### config.mk
export PLATFORM = sky130hd
export DESIGN_NAME = spi_wm_fifos
export DESIGN_NICKNAME = d
export VERILOG_FILES = /design/src/rtl/spi_wm_fifos.sv
export SDC_FILE = /design/constraint.sdc
export NUM_CORES = 1
export LEC_CHECK = 0
export BUFFER_PORTS_ARGS = -buffer_cell sky130_fd_sc_hd__buf_2
export CAP_MARGIN = 20
export CORE_MARGIN = 2
export CORE_UTILIZATION = 55
export CTS_CLUSTER_DIAMETER = 50
export DETAILED_ROUTE_END_ITERATION = 7
export MAX_ROUTING_LAYER = met4
export PLACE_DENSITY = 0.86
export SLEW_MARGIN = 25
export SYNTH_ARGS = -nofsm -noshare
export SYNTH_HDL_FRONTEND = slang
export SYNTH_SLANG_ARGS = --single-unit
export TNS_END_PERCENT = 1
### constraint.sdc
create_clock -name clk -period 4.1 [get_ports clk]
set_clock_uncertainty 0.1 [all_clocks]
set_input_delay 0.615 -clock clk [delete_from_list [all_inputs] [get_ports clk]]
set_output_delay 0.615 -clock clk [all_outputs]
set_load 0.01 [all_outputs]
### src/rtl/spi_wm_fifos.sv
module spi_wm_fifos #(
  parameter int DEPTH = 8,
  parameter int DW    = 8,
  parameter int AW    = 8
) (
  input  logic          clk,
  input  logic          rst,
  input  logic          reg_wr,
  input  logic          reg_rd,
  input  logic [AW-1:0] reg_addr,
  input  logic [31:0]   reg_wdata,
  output logic [31:0]   reg_rdata,
  output logic          tx_valid,
  output logic [DW-1:0] tx_data,
  input  logic          tx_ready,
  input  logic          rx_valid,
  input  logic [DW-1:0] rx_data,
  output logic          rx_ready,
  output logic          irq
);
  localparam int CNT_W = $clog2(DEPTH + 1);
  localparam int PTR_W = (DEPTH > 1) ? $clog2(DEPTH) : 1;
  localparam logic [AW-1:0] OFS_TXD  = AW'('h48);
  localparam logic [AW-1:0] OFS_RXD  = AW'('h4C);
  localparam logic [AW-1:0] OFS_TXM  = AW'('h50);
  localparam logic [AW-1:0] OFS_RXM  = AW'('h54);
  localparam logic [AW-1:0] OFS_EN   = AW'('h70);
  localparam logic [AW-1:0] OFS_PEND = AW'('h74);

  logic [DW-1:0]    tx_mem [DEPTH];
  logic [DW-1:0]    rx_mem [DEPTH];
  logic [PTR_W-1:0] tx_wp, tx_rp, rx_wp, rx_rp;
  logic [CNT_W-1:0] tx_cnt, rx_cnt, tx_mark, rx_mark;
  logic [1:0]       en_q, pend;
  logic tx_full, rx_empty, tx_push, tx_pop, rx_push, rx_pop;

  function automatic logic [PTR_W-1:0] nxt(input logic [PTR_W-1:0] p);
    return (p == PTR_W'(DEPTH - 1)) ? '0 : p + 1'b1;
  endfunction

  assign tx_full  = (tx_cnt == CNT_W'(DEPTH));
  assign rx_empty = (rx_cnt == '0);
  assign tx_valid = (tx_cnt != '0);
  assign rx_ready = (rx_cnt != CNT_W'(DEPTH));
  assign tx_data  = tx_mem[tx_rp];

  assign tx_push = reg_wr && reg_addr == OFS_TXD && !tx_full;
  assign tx_pop  = tx_valid && tx_ready;
  assign rx_push = rx_valid && rx_ready;
  assign rx_pop  = reg_rd && reg_addr == OFS_RXD && !rx_empty;

  assign pend = {rx_cnt > rx_mark, tx_cnt < tx_mark};
  assign irq  = |(pend & en_q);

  logic unused_wdata;
  assign unused_wdata = &{1'b0, reg_wdata};

  always_ff @(posedge clk) begin
    if (tx_push) tx_mem[tx_wp] <= reg_wdata[DW-1:0];
    if (rx_push) rx_mem[rx_wp] <= rx_data;
  end

  always_ff @(posedge clk) begin
    if (rst) begin
      tx_wp <= '0; tx_rp <= '0; tx_cnt <= '0;
      rx_wp <= '0; rx_rp <= '0; rx_cnt <= '0;
    end else begin
      if (tx_push) tx_wp <= nxt(tx_wp);
      if (tx_pop)  tx_rp <= nxt(tx_rp);
      if (rx_push) rx_wp <= nxt(rx_wp);
      if (rx_pop)  rx_rp <= nxt(rx_rp);
      tx_cnt <= tx_cnt + CNT_W'(tx_push) - CNT_W'(tx_pop);
      rx_cnt <= rx_cnt + CNT_W'(rx_push) - CNT_W'(rx_pop);
    end
  end

  always_ff @(posedge clk) begin
    if (rst) begin
      tx_mark <= CNT_W'(1);
      rx_mark <= '0;
      en_q    <= '0;
    end else if (reg_wr) begin
      case (reg_addr)
        OFS_TXM: tx_mark <= reg_wdata[CNT_W-1:0];
        OFS_RXM: rx_mark <= reg_wdata[CNT_W-1:0];
        OFS_EN:  en_q    <= reg_wdata[1:0];
        default: ;
      endcase
    end
  end

  always_comb begin
    reg_rdata = '0;
    case (reg_addr)
      OFS_TXD:  reg_rdata[31] = tx_full;
      OFS_RXD: begin
        reg_rdata[31] = rx_empty;
        if (!rx_empty) reg_rdata[DW-1:0] = rx_mem[rx_rp];
      end
      OFS_TXM:  reg_rdata[CNT_W-1:0] = tx_mark;
      OFS_RXM:  reg_rdata[CNT_W-1:0] = rx_mark;
      OFS_EN:   reg_rdata[1:0] = en_q;
      OFS_PEND: reg_rdata[1:0] = pend;
      default: ;
    endcase
  end

  assert_tx_no_overflow_R3: assert property (@(posedge clk) disable iff (rst)
    tx_cnt <= CNT_W'(DEPTH));
  assert_full_write_dropped_R3: assert property (@(posedge clk) disable iff (rst)
    (tx_full && reg_wr && reg_addr == OFS_TXD && !tx_ready) |=> tx_cnt == $past(tx_cnt));
  assert_empty_read_no_pop_R5: assert property (@(posedge clk) disable iff (rst)
    (rx_empty && reg_rd && reg_addr == OFS_RXD && !rx_valid) |=> rx_empty);
  assert_rx_no_overflow_R9: assert property (@(posedge clk) disable iff (rst)
    (!rx_ready && !reg_rd) |=> !rx_ready);
  assert_irq_needs_enable_R8: assert property (@(posedge clk) disable iff (rst)
    irq |-> (en_q != 2'b00));
  assert_txwm_on_empty_R6: assert property (@(posedge clk) disable iff (rst)
    (!tx_valid && tx_mark != '0) |-> pend[0]);
endmodule

==> results of run 1 <==
-- path summary, 6_finish.rpt --
path,end,slack [ps]
worst max-delay path,reg_rdata[1],740
worst min-delay path,rx_mem[6][4],360
worst max register to register,tx_cnt[2],1770
worst min register to register,tx_mark[2],390
-- placed cells by master, fill, tap and decap left out, drive strengths merged, types with 4 or more instances in the layout --
cell,count
edfxtp,128
dfxtp,36
buf,63
nor2b,5
clkbuf,17
clkinv,5
ha,26
a21oi,18
or3,4
nand2,24
nand2b,6
o21ai,5
nor2,37
nand3,12
nor3,7
inv,27
conb,23
nor3b,4
mux2i,19
mux2,8
mux4,32
-- metrics by stage --
| step | hold WS, ps | power, mW | setup WS, ps | cell area [um^2] | util |
|---|---|---|---|---|---|
| CTS | 340 | 4.23 | 757 | 8080 | 0.643 |
| global route | 361 | 4.37 | 672 | 8080 | 0.643 |
| finish | 361 | 4.20 | 742 | 8080 | 0.643 |
| global placement | 362 | 2.56 | 831 | 7460 | 0.594 |
| detailed placement | 374 | 2.60 | 754 | 7460 | 0.594 |
| floorplan | 349 | 2.43 | 1090 | 7120 | - |
-- cells in the mapped netlist, types with 2 or more instances --
| library cell | count | area [um^2] |
|---|---|---|
| edfxtp_1 | 128 | 3840 |
| dfxtp_1 | 36 | 721 |
| mux4_2 | 32 | 721 |
| nand4_1 | 2 | 12.5 |
| o21ai_0 | 5 | 25.0 |
| nand3_1 | 11 | 55.1 |
| nor2_1 | 37 | 139 |
| nor3b_1 | 2 | 15.0 |
| clkbuf_1 | 7 | 26.3 |
| nor2b_1 | 5 | 31.3 |
| fa_1 | 2 | 40.0 |
| a21oi_1 | 18 | 90.1 |
| mux2i_1 | 19 | 190 |
| buf_2 | 2 | 10.0 |
| a221o_1 | 2 | 20.0 |
| nand2_1 | 24 | 90.1 |
| nand2b_1 | 6 | 37.5 |
| ha_1 | 26 | 325 |
| xor2_1 | 3 | 26.3 |
| a21o_1 | 2 | 15.0 |
| buf_4 | 23 | 173 |
| buf_1 | 4 | 15.0 |
| or3_1 | 4 | 25.0 |
| nor3_1 | 7 | 35.0 |
| o22ai_1 | 2 | 12.5 |
| xnor2_1 | 2 | 17.5 |
| mux2_2 | 8 | 90.1 |
| inv_1 | 21 | 78.8 |
-- report_power, final --
group | internal [mW] | leakage, nW | total (mW) | switching (mW)
sequential | 1.86 | 1.45 | 1.92 | 0.0608
combinational | 0.306 | 1.18 | 0.641 | 0.335
clock | 0.976 | 0.303 | 1.63 | 0.657
total | 3.15 | 2.93 | 4.20 | 1.05
-- metal layers --
metal  vias to the layer above  share of wire
li1                       1825              -
met1                      2024           0.41
met2                       131           0.52
met3                        18          0.051
met4                         0          0.014
met5                         -              0
-- registers in the layout, summed over array words and instances (netlist names), named ones only --
register and count:
rx_mem 64, tx_mem 64, rx_cnt 4, rx_mark 4, tx_cnt 4, tx_mark 4
rx_rp 3, rx_wp 3, tx_rp 3, tx_wp 3, en_q 2
-- kinds of logic after synthesis --
family,after synthesis,share of synthesized area
adders and majority gates,28,0.0519
muxes,59,0.142
AOI/OAI and AO/OA,34,0.0286
buffers and inverters,57,0.0430
other,1,0.000533
and+or+nand+nor,108,0.0788
DFF,164,0.649
xor gates and xnor gates,5,0.00622
-- cell type report --
| cell class | count | share of cell area |
|---|---|---|
| repair buffers | 63 | 0.0434 |
| clock inverters | 15 | 0.0242 |
| clock buffers | 17 | 0.0526 |
| multi-input cells | 257 | 0.279 |
| flip-flops and latches | 164 | 0.565 |
| well taps | 172 | 0.0266 |
| inverters | 21 | 0.00975 |
==> results.json, run 1 <==
{
  "status": "completed",
  "final_hold_viol_count": 0,
  "cts_resized": 0,
  "grt_pass1_wl_mm": 20.2,
  "critPathMaxStageDelay_ps": 560,
  "async_reset_ff_frac": 0,
  "synth_ff_type": "edfxtp_1",
  "reg2reg_from": "tx_cnt[2]",
  "gp_congestion": 0.785,
  "cts_buffer_depth": 2,
  "numCtsBuffers": 17,
  "grt_usage": 0.210,
  "rr_worst_depth": 11,
  "drt-total-wl_mm": 12.9,
  "ys_ff_latch": 164,
  "power.density_mw_per_mm2": 520,
  "via_per_inst": 5.64,
  "num_vias": 3998,
  "gr-usage-met1": 0.251,
  "ant_nets": 0,
  "synth-seq-area-share": 0.649,
  "grtUsageMet2": 0.346,
  "rsz0062_at_grt": "false",
  "peakVddDrop_mv": 0.361,
  "synth.distinct_cells": 44,
  "critical_path.max_fanout": 8,
  "synth.cell_area_mm2": 0.00704,
  "maxCapViolCount": 0,
  "critPathLaunchType": "primary input",
  "start_util": 0.560,
  "wl_per_cell_um": 18.2,
  "synth-edff-count": 128,
  "setup_violations": 0,
  "slew_viol_final": 0,
  "timing.final.crit_share": 0.819,
  "fin_nets": 606,
  "path_delay_family": "simple AND/OR/NAND/NOR gates",
  "gr-max-usage-layer": "met2",
  "rows": 41,
  "regArea_mm2": 0.00456,
  "whs_path_depth": 1,
  "nFillCells": 859,
  "met3_usage": 0.0592,
  "post_cts_buffers": 0,
  "die_w_um": 117,
  "synth_warnings": 0,
  "drtPass1Iterations": 4,
  "dpl.cell_count": 677,
  "hold_buffers": 0,
  "end_kind": "output pin",
  "tns_ps": 0,
  "syn_to_final_growth_pct": 14.8,
  "drive_gt1_frac": 0.263,
  "critPathSlowestCell": "or4b_4",
  "min_path_type": "primary input to flip-flop",
  "netlist_instances": 456,
  "clock_sinks": 164,
  "hpwl_mm": 8.61,
  "worst-setup-path-type": "primary input to output pin",
  "max_freq_mhz": 298,
  "crit_top_cell": "buf_2",
  "critical_path_required_ps": 3380,
  "fin_crit_ps": 3360,
  "worstHoldStart": "rx_data[4]",
  "port_buffers": 49,
  "grt_remaining_overflow": 0,
  "die_y_um": 117,
  "multi_input_area_mm2": 0.00225,
  "core-area_mm2": 0.0126,
  "relSlewSlack": 0.369,
  "leakagePower_nw": 2.93,
  "tritoncts": "yes",
  "ios": 97,
  "worstMarginPinSlew_ps": 943,
  "clock_latency_ps": 420,
  "first_global_vias": 3918,
  "final_cells": 709,
  "drc": 0,
  "startpoint": "reg_addr[7]",
  "die_area_mm2": 0.0137,
  "grt_max_degree": 34,
  "crit_cells": 7,
  "crit_buf_inv": 2,
  "clkTransAtPathRegs_ps": 60,
  "avgSynthCellArea_um2": 15.4,
  "crit_arrival_ps": 2640,
  "antenna_cells": 0,
  "clockRootBuffer": "clkbuf_16",
  "drt_iter0_drc": 390,
  "h-tree-depth": 4,
  "antenna_found_initial": 0,
  "crit_path_cell_trace": "buf_2, or4b_4, nor3b_4, nand3_1, nor2_1, a221o_1, buf_2"
}
Power figures use the tool's default switching activity.
==> run 2, diff against run 1 <==
--- a/config.mk
+++ b/config.mk
@@ -5,6 +5,7 @@
 export SDC_FILE = /design/constraint.sdc
 export NUM_CORES = 1
 export LEC_CHECK = 0
+export ABC_AREA = 1
 export BUFFER_PORTS_ARGS = -buffer_cell sky130_fd_sc_hd__buf_2
 export CAP_MARGIN = 20
 export CORE_MARGIN = 2
@@ -12,7 +13,7 @@
 export CTS_CLUSTER_DIAMETER = 50
 export DETAILED_ROUTE_END_ITERATION = 7
 export MAX_ROUTING_LAYER = met4
-export PLACE_DENSITY = 0.86
+export PLACE_DENSITY = 0.85
 export SLEW_MARGIN = 25
 export SYNTH_ARGS = -nofsm -noshare
 export SYNTH_HDL_FRONTEND = slang
==> constraint.sdc (replaced) <==
create_clock -name clk -period 3.4 [get_ports clk]
set_clock_uncertainty 0.1 [all_clocks]
set_input_delay 0.51 -clock clk [delete_from_list [all_inputs] [get_ports clk]]
set_output_delay 0.51 -clock clk [all_outputs]
set_load 0.01 [all_outputs]
==> results.json, run 2 <==
{
  "status": "completed",
  "first_global_vias": 4979,
  "grt_usage": 0.217,
  "drt-total-wl_mm": 14.5,
  "routed.top_layer": "met4",
  "yosys.area.top_type": "edfxtp_1",
  "via_per_inst": 5.22,
  "maxCapViolCount": 0,
  "final_util": 0.633,
  "crit_arrival_ps": 2210,
  "synth_top_family_by_area": "simple AND/OR/NAND/NOR gates",
  "h-tree-depth": 4,
  "synth-seq-area-share": 0.614,
  "final_hold_viol_count": 0,
  "power.density_mw_per_mm2": 620,
  "yosys.area_share.simple": 0.187,
  "numCtsBuffers": 17,
  "drive_gt1_frac": 0.137,
  "synth_warnings": 0,
  "post_cts_buffers": 0,
  "rsz0062_at_grt": "false",
  "port_buffers": 49,
  "leakagePower_nw": 3.41,
  "synth.distinct_cells": 34,
  "setup_violations": 0,
  "critPathLaunchType": "flip-flop",
  "r2r_end": "tx_cnt[2]",
  "synth.cell_area_mm2": 0.00743,
  "reg2reg_from": "tx_cnt[2]",
  "fin_hold_ws_ps": 245,
  "num_vias": 5196,
  "async_reset_ff_frac": 0,
  "setup_ws_ps": 581,
  "critical_path.max_fanout": 8,
  "drt-met1-wl_mm": 6.02,
  "drc": 0,
  "startpoint": "rx_cnt[2]",
  "peakVddDrop_mv": 0.395,
  "path_delay_family": "simple AND/OR/NAND/NOR gates",
  "ant_nets": 0,
  "worstMarginPinSlew_ps": 882,
  "antenna_cells": 0,
  "wl_per_cell_um": 14.5,
  "final_cells": 996,
  "crit_top_cell": "nand3_1",
  "tns_ps": 0,
  "route.met2.wl_mm": 7.22,
  "ys_ff_latch": 164,
  "syn_to_final_growth_pct": 12.8,
  "crit_buf_inv": 3,
  "min_path_type": "primary input to flip-flop",
  "synth_common_cells": "nor2_1 (154), edfxtp_1 (128), nand2_1 (114), o21ai_0 (77), inv_1 (64)",
  "die_y_um": 120,
  "fin_crit_ps": 2820,
  "synth_compound_area_frac": 0.0749,
  "critical_path_required_ps": 2790,
  "fin_nets": 889,
  "rrSetupSlack_ps": 1030,
  "rows": 42,
  "cts_resized": 0,
  "core-area_mm2": 0.0132,
  "die_w_um": 120,
  "synth_ff_type": "edfxtp_1",
  "crit_path_cell_trace": "inv_1, ha_1, nand3_1, nand3_1, inv_1, nand3_1, nand3_1, buf_2",
  "max_freq_mhz": 355,
  "gp_congestion": 0.848,
  "clockRootBuffer": "clkbuf_16",
  "dpl.cell_count": 964,
  "die_area_mm2": 0.0145,
  "cts_buffer_depth": 2,
  "end_kind": "output pin",
  "avgSynthCellArea_um2": 9.93,
  "grt_max_degree": 33,
  "top_regs": "rx_mem: 64 flops, tx_mem: 64 flops",
  "hpwl_mm": 9.07,
  "start_util": 0.561,
  "yosysTopAreaCellShare": 0.517,
  "tritoncts": "yes",
  "drtPass1Iterations": 5,
  "endpoint": "reg_rdata[1]",
  "synth_xor_area_frac": 0.00236,
  "clock_latency_ps": 430,
  "synth.most_common_cell": "nor2_1",
  "grt_remaining_overflow": 0,
  "critPathSlowestCell": "dfxtp_1",
  "clock_sinks": 164,
  "crit_cells": 8,
  "clkTransAtPathRegs_ps": 70,
  "worst-setup-path-type": "flip-flop to output pin",
  "slew_viol_final": 0,
  "antenna_found_initial": 0,
  "rr_worst_depth": 11,
  "timing.final.crit_share": 0.829,
  "post-place-ws_ps": 838,
  "dr_wl_met3_um": 897,
  "synthAdderAreaFrac": 0.0492,
  "hold_buffers": 0,
  "drt_iter0_drc": 345,
  "synthTopCellsByArea": "edfxtp_1 (52%), dfxtp_1 (9.7%), nor2_1 (7.8%)",
  "grt_pass1_wl_mm": 23.2,
  "final_common_cell": "nor2_1",
  "synth-edff-count": 128,
  "ios": 97,
  "critPathMaxStageDelay_ps": 350,
  "yosys-mux-area-fraction": 0,
  "netlist_instances": 748,
  "nFillCells": 1024,
  "relSlewSlack": 0.410,
  "mostFrequentLayoutCells": "nor2_1 (154), edfxtp_1 (128), nand2_1 (114), o21ai_0 (77), inv_1 (64)"
}
==> run 2: report_power, final <==
part,internal [mW],switching (mW),total (mW)
combinational,0.366,0.659,1.03
sequential,2.28,0.0742,2.35
clock,1.02,0.805,1.83
total,3.66,1.54,5.20
==> run 2: worst min path at each step <==
stage,start,end,slack [ps],depth (start not counted)
3_3_place_gp,tx_mark[0],tx_mark[0],340,2
6_report,rx_data[5],rx_mem[1][5],250,1
3_5_place_dp,tx_mark[0],tx_mark[0],350,2
2_1_floorplan,tx_mark[0],tx_mark[0],330,2
5_1_grt,rx_data[4],rx_mem[5][4],230,1
4_1_cts,rx_data[5],rx_mem[3][5],230,1
==> run 2: area by class of cell <==
class	count	area, um^2	area share
Clock buffer	17	425	0.0507
Clock inverter	15	145	0.0173
Inverter	68	255	0.0304
Multi-Input combinational cell	492	2420	0.288
Sequential cell	164	4560	0.544
Tap cell	176	220	0.0263
Timing Repair Buffer	64	358	0.0427
==> run 2: stage by stage <==
| stage | area (um^2) | power (mW) |
|---|---|---|
| after floorplan | 7510 | 3.12 |
| after global placement | 7810 | 3.36 |
| after detailed placement | 7810 | 3.41 |
| after CTS | 8380 | 5.21 |
| after global routing | 8380 | 5.46 |
| final | 8380 | 5.20 |
==> run 2: logic make-up after synthesis <==
family,after synthesis
other,1
adders and majority gates,28
DFF,164
buffers and inverters,114
and+or+nand+nor,335
xor gates and xnor gates,2
AOI/OAI and AO/OA,104
==> run 2: routing by layer <==
layer	global-route usage	vias up
met3	0.0547	33
met1	0.247	2408
met4	0.0908	0
li1	-	2574
met2	0.366	181
met5	-	-
==> run 3, diff against run 2 <==
--- a/config.mk
+++ b/config.mk
@@ -9,7 +9,7 @@
 export BUFFER_PORTS_ARGS = -buffer_cell sky130_fd_sc_hd__buf_2
 export CAP_MARGIN = 20
 export CORE_MARGIN = 2
-export CORE_UTILIZATION = 55
+export CORE_UTILIZATION = 52
 export CTS_CLUSTER_DIAMETER = 50
 export DETAILED_ROUTE_END_ITERATION = 7
 export MAX_ROUTING_LAYER = met4
==> constraint.sdc (replaced) <==
create_clock -name clk -period 2.38 [get_ports clk]
set_clock_uncertainty 0.1 [all_clocks]
set_input_delay 0.357 -clock clk [delete_from_list [all_inputs] [get_ports clk]]
set_output_delay 0.357 -clock clk [all_outputs]
set_load 0.01 [all_outputs]
==> results.json, run 3 (synthesized netlist as in run 2, its figures left out) <==
{
  "status": "completed",
  "ant_nets": 0,
  "worstMarginPinSlew_ps": 672,
  "clkTransAtPathRegs_ps": 60,
  "startpoint": "rx_cnt[2]",
  "clock_latency_ps": 430,
  "die_y_um": 124,
  "power_frac_comb": 0.207,
  "final_hold_viol_count": 0,
  "crit_arrival_ps": 1850,
  "multi_input_area_mm2": 0.00244,
  "top_regs": "rx_mem: 64 flops, tx_mem: 64 flops",
  "final_util": 0.615,
  "worstHoldStart": "reg_wdata[6]",
  "drt_iter0_drc": 356,
  "grt_max_degree": 33,
  "die_area_mm2": 0.0153,
  "antenna_found_initial": 0,
  "drtPass1Iterations": 5,
  "worst-setup-path-type": "flip-flop to output pin",
  "gp_congestion": 0.857,
  "critical_path_required_ps": 1920,
  "final_common_cell": "nor2_1",
  "drive_gt1_frac": 0.154,
  "fin_nets": 905,
  "grt_pass1_wl_mm": 23.3,
  "wl_per_cell_um": 14.8,
  "maxCapViolCount": 0,
  "p_int_mw": 5.47,
  "fin_crit_ps": 2300,
  "h-tree-depth": 4,
  "switching_share": 0.284,
  "peakVddDrop_mv": 0.816,
  "via_per_inst": 5.25,
  "clockRootBuffer": "clkbuf_16",
  "core-area_mm2": 0.0139,
  "relSlewSlack": 0.551,
  "cts_buffer_depth": 2,
  "ios": 97,
  "slew_viol_final": 0,
  "leakagePower_nw": 3.50,
  "reg2reg_from": "tx_cnt[2]",
  "setup_violations": 0,
  "antenna_cells": 0,
  "rsz0062_at_grt": "true",
  "clock_sinks": 164,
  "num_vias": 5327,
  "die_w_um": 124,
  "min_path_type": "primary input to flip-flop",
  "grt_remaining_overflow": 0,
  "p_sw_mw": 2.17,
  "numCtsBuffers": 17,
  "critPathLaunchType": "flip-flop",
  "max_freq_mhz": 434,
  "first_global_vias": 4940,
  "start_util": 0.533,
  "timing.final.crit_share": 0.968,
  "power.density_mw_per_mm2": 891,
  "tritoncts": "yes",
  "critical_path.max_fanout": 8,
  "regArea_mm2": 0.00456,
  "fin_hold_ws_ps": 98.2,
  "nFillCells": 1078,
  "end_kind": "output pin",
  "syn_to_final_growth_pct": 15.3,
  "hpwl_mm": 9.64,
  "rows": 43,
  "drc": 0,
  "drt-total-wl_mm": 15.0,
  "port_buffers": 49,
  "sequentialPowerShare": 0.437,
  "mostFrequentLayoutCells": "nor2_1 (153), edfxtp_1 (128), nand2_1 (114), o21ai_0 (77), inv_1 (63)",
  "pwr-share-clk": 0.356,
  "grt_usage": 0.212
}
==> run 3: cell count changes in the layout (fill, tap and decap cells not counted), moves of 2 or more <==
cell	change
buf_4	+14
inv_6	-4
bufinv_16	+2
clkinv_1	+2
nand3_1	-2
==> run 3: worst max-delay path, cell delays in order, from the launching register on <==
cell and delay (ps):
dfxtp_1 320, inv_1 100, ha_1 180, nand3_2 160
nand3_4 150, clkinv_4 110, nand3_1 140, nand3_1 110
buf_2 150
==> run 3: what timing repair did <==
action | CTS | global route
resized for setup | 4 | 6
setup buffers | 0 | 1
pin swaps | 0 | 1
hold buffers | 0 | 0
gates cloned | 0 | 0
hold endpoints to repair | 0 | 0
endpoints found under the setup margin | 8 | 7
==> run 3: power groups by stage <==
stage               clock, mW  sequential [mW]  combinational [mW]
finish                   2.72             3.34                1.58
global route             2.86             3.35                1.80
CTS                      2.76             3.34                1.57
detailed placement          0             3.40                1.55
global placement            0             3.39                1.49
floorplan                   0             3.38                1.08
==> run 3: path summary, 6_finish.rpt <==
check	to	slack, ps	cells after the start
hold / removal	tx_mem[2][6]	100	1
hold reg to reg	tx_mark[0]	360	2
setup reg to reg	tx_cnt[2]	160	11
setup / recovery	reg_rdata[0]	80	8
==> run 3: per-layer routing <==
metal  routed length [um]  track usage  share of wire  vias up
met1                 6210        0.253           0.41     2496
met3                  924       0.0438          0.062       32
met5                    0            -              0        -
li1                     -            -              -     2602
met2                 7550        0.344           0.50      197
met4                  322        0.104          0.021        0
==> run 3: cell type report <==
type,instances,share of cell area
sequential,164,0.533
clock buffer,17,0.0496
multi-input combinational,492,0.284
timing repair buffer,80,0.0577
inverter,68,0.0307
clock inverter,14,0.0190
tap,180,0.0263
==> run 3: metrics by stage <==
step | TNS, ps | worst slack [ps] | cell area, um^2 | std cells | power [mW]
2_1_floorplan | 0 | 200 | 7510 | 770 | 4.46
3_3_place_gp | 0 | 112 | 7940 | 983 | 4.87
3_5_place_dp | 0 | 79.4 | 7940 | 983 | 4.95
4_1_cts | 0 | 12.7 | 8540 | 1014 | 7.67
5_1_grt | -4.08 | -4.08 | 8570 | 1015 | 8.01
6_report | 0 | 75.6 | 8570 | 1015 | 7.64
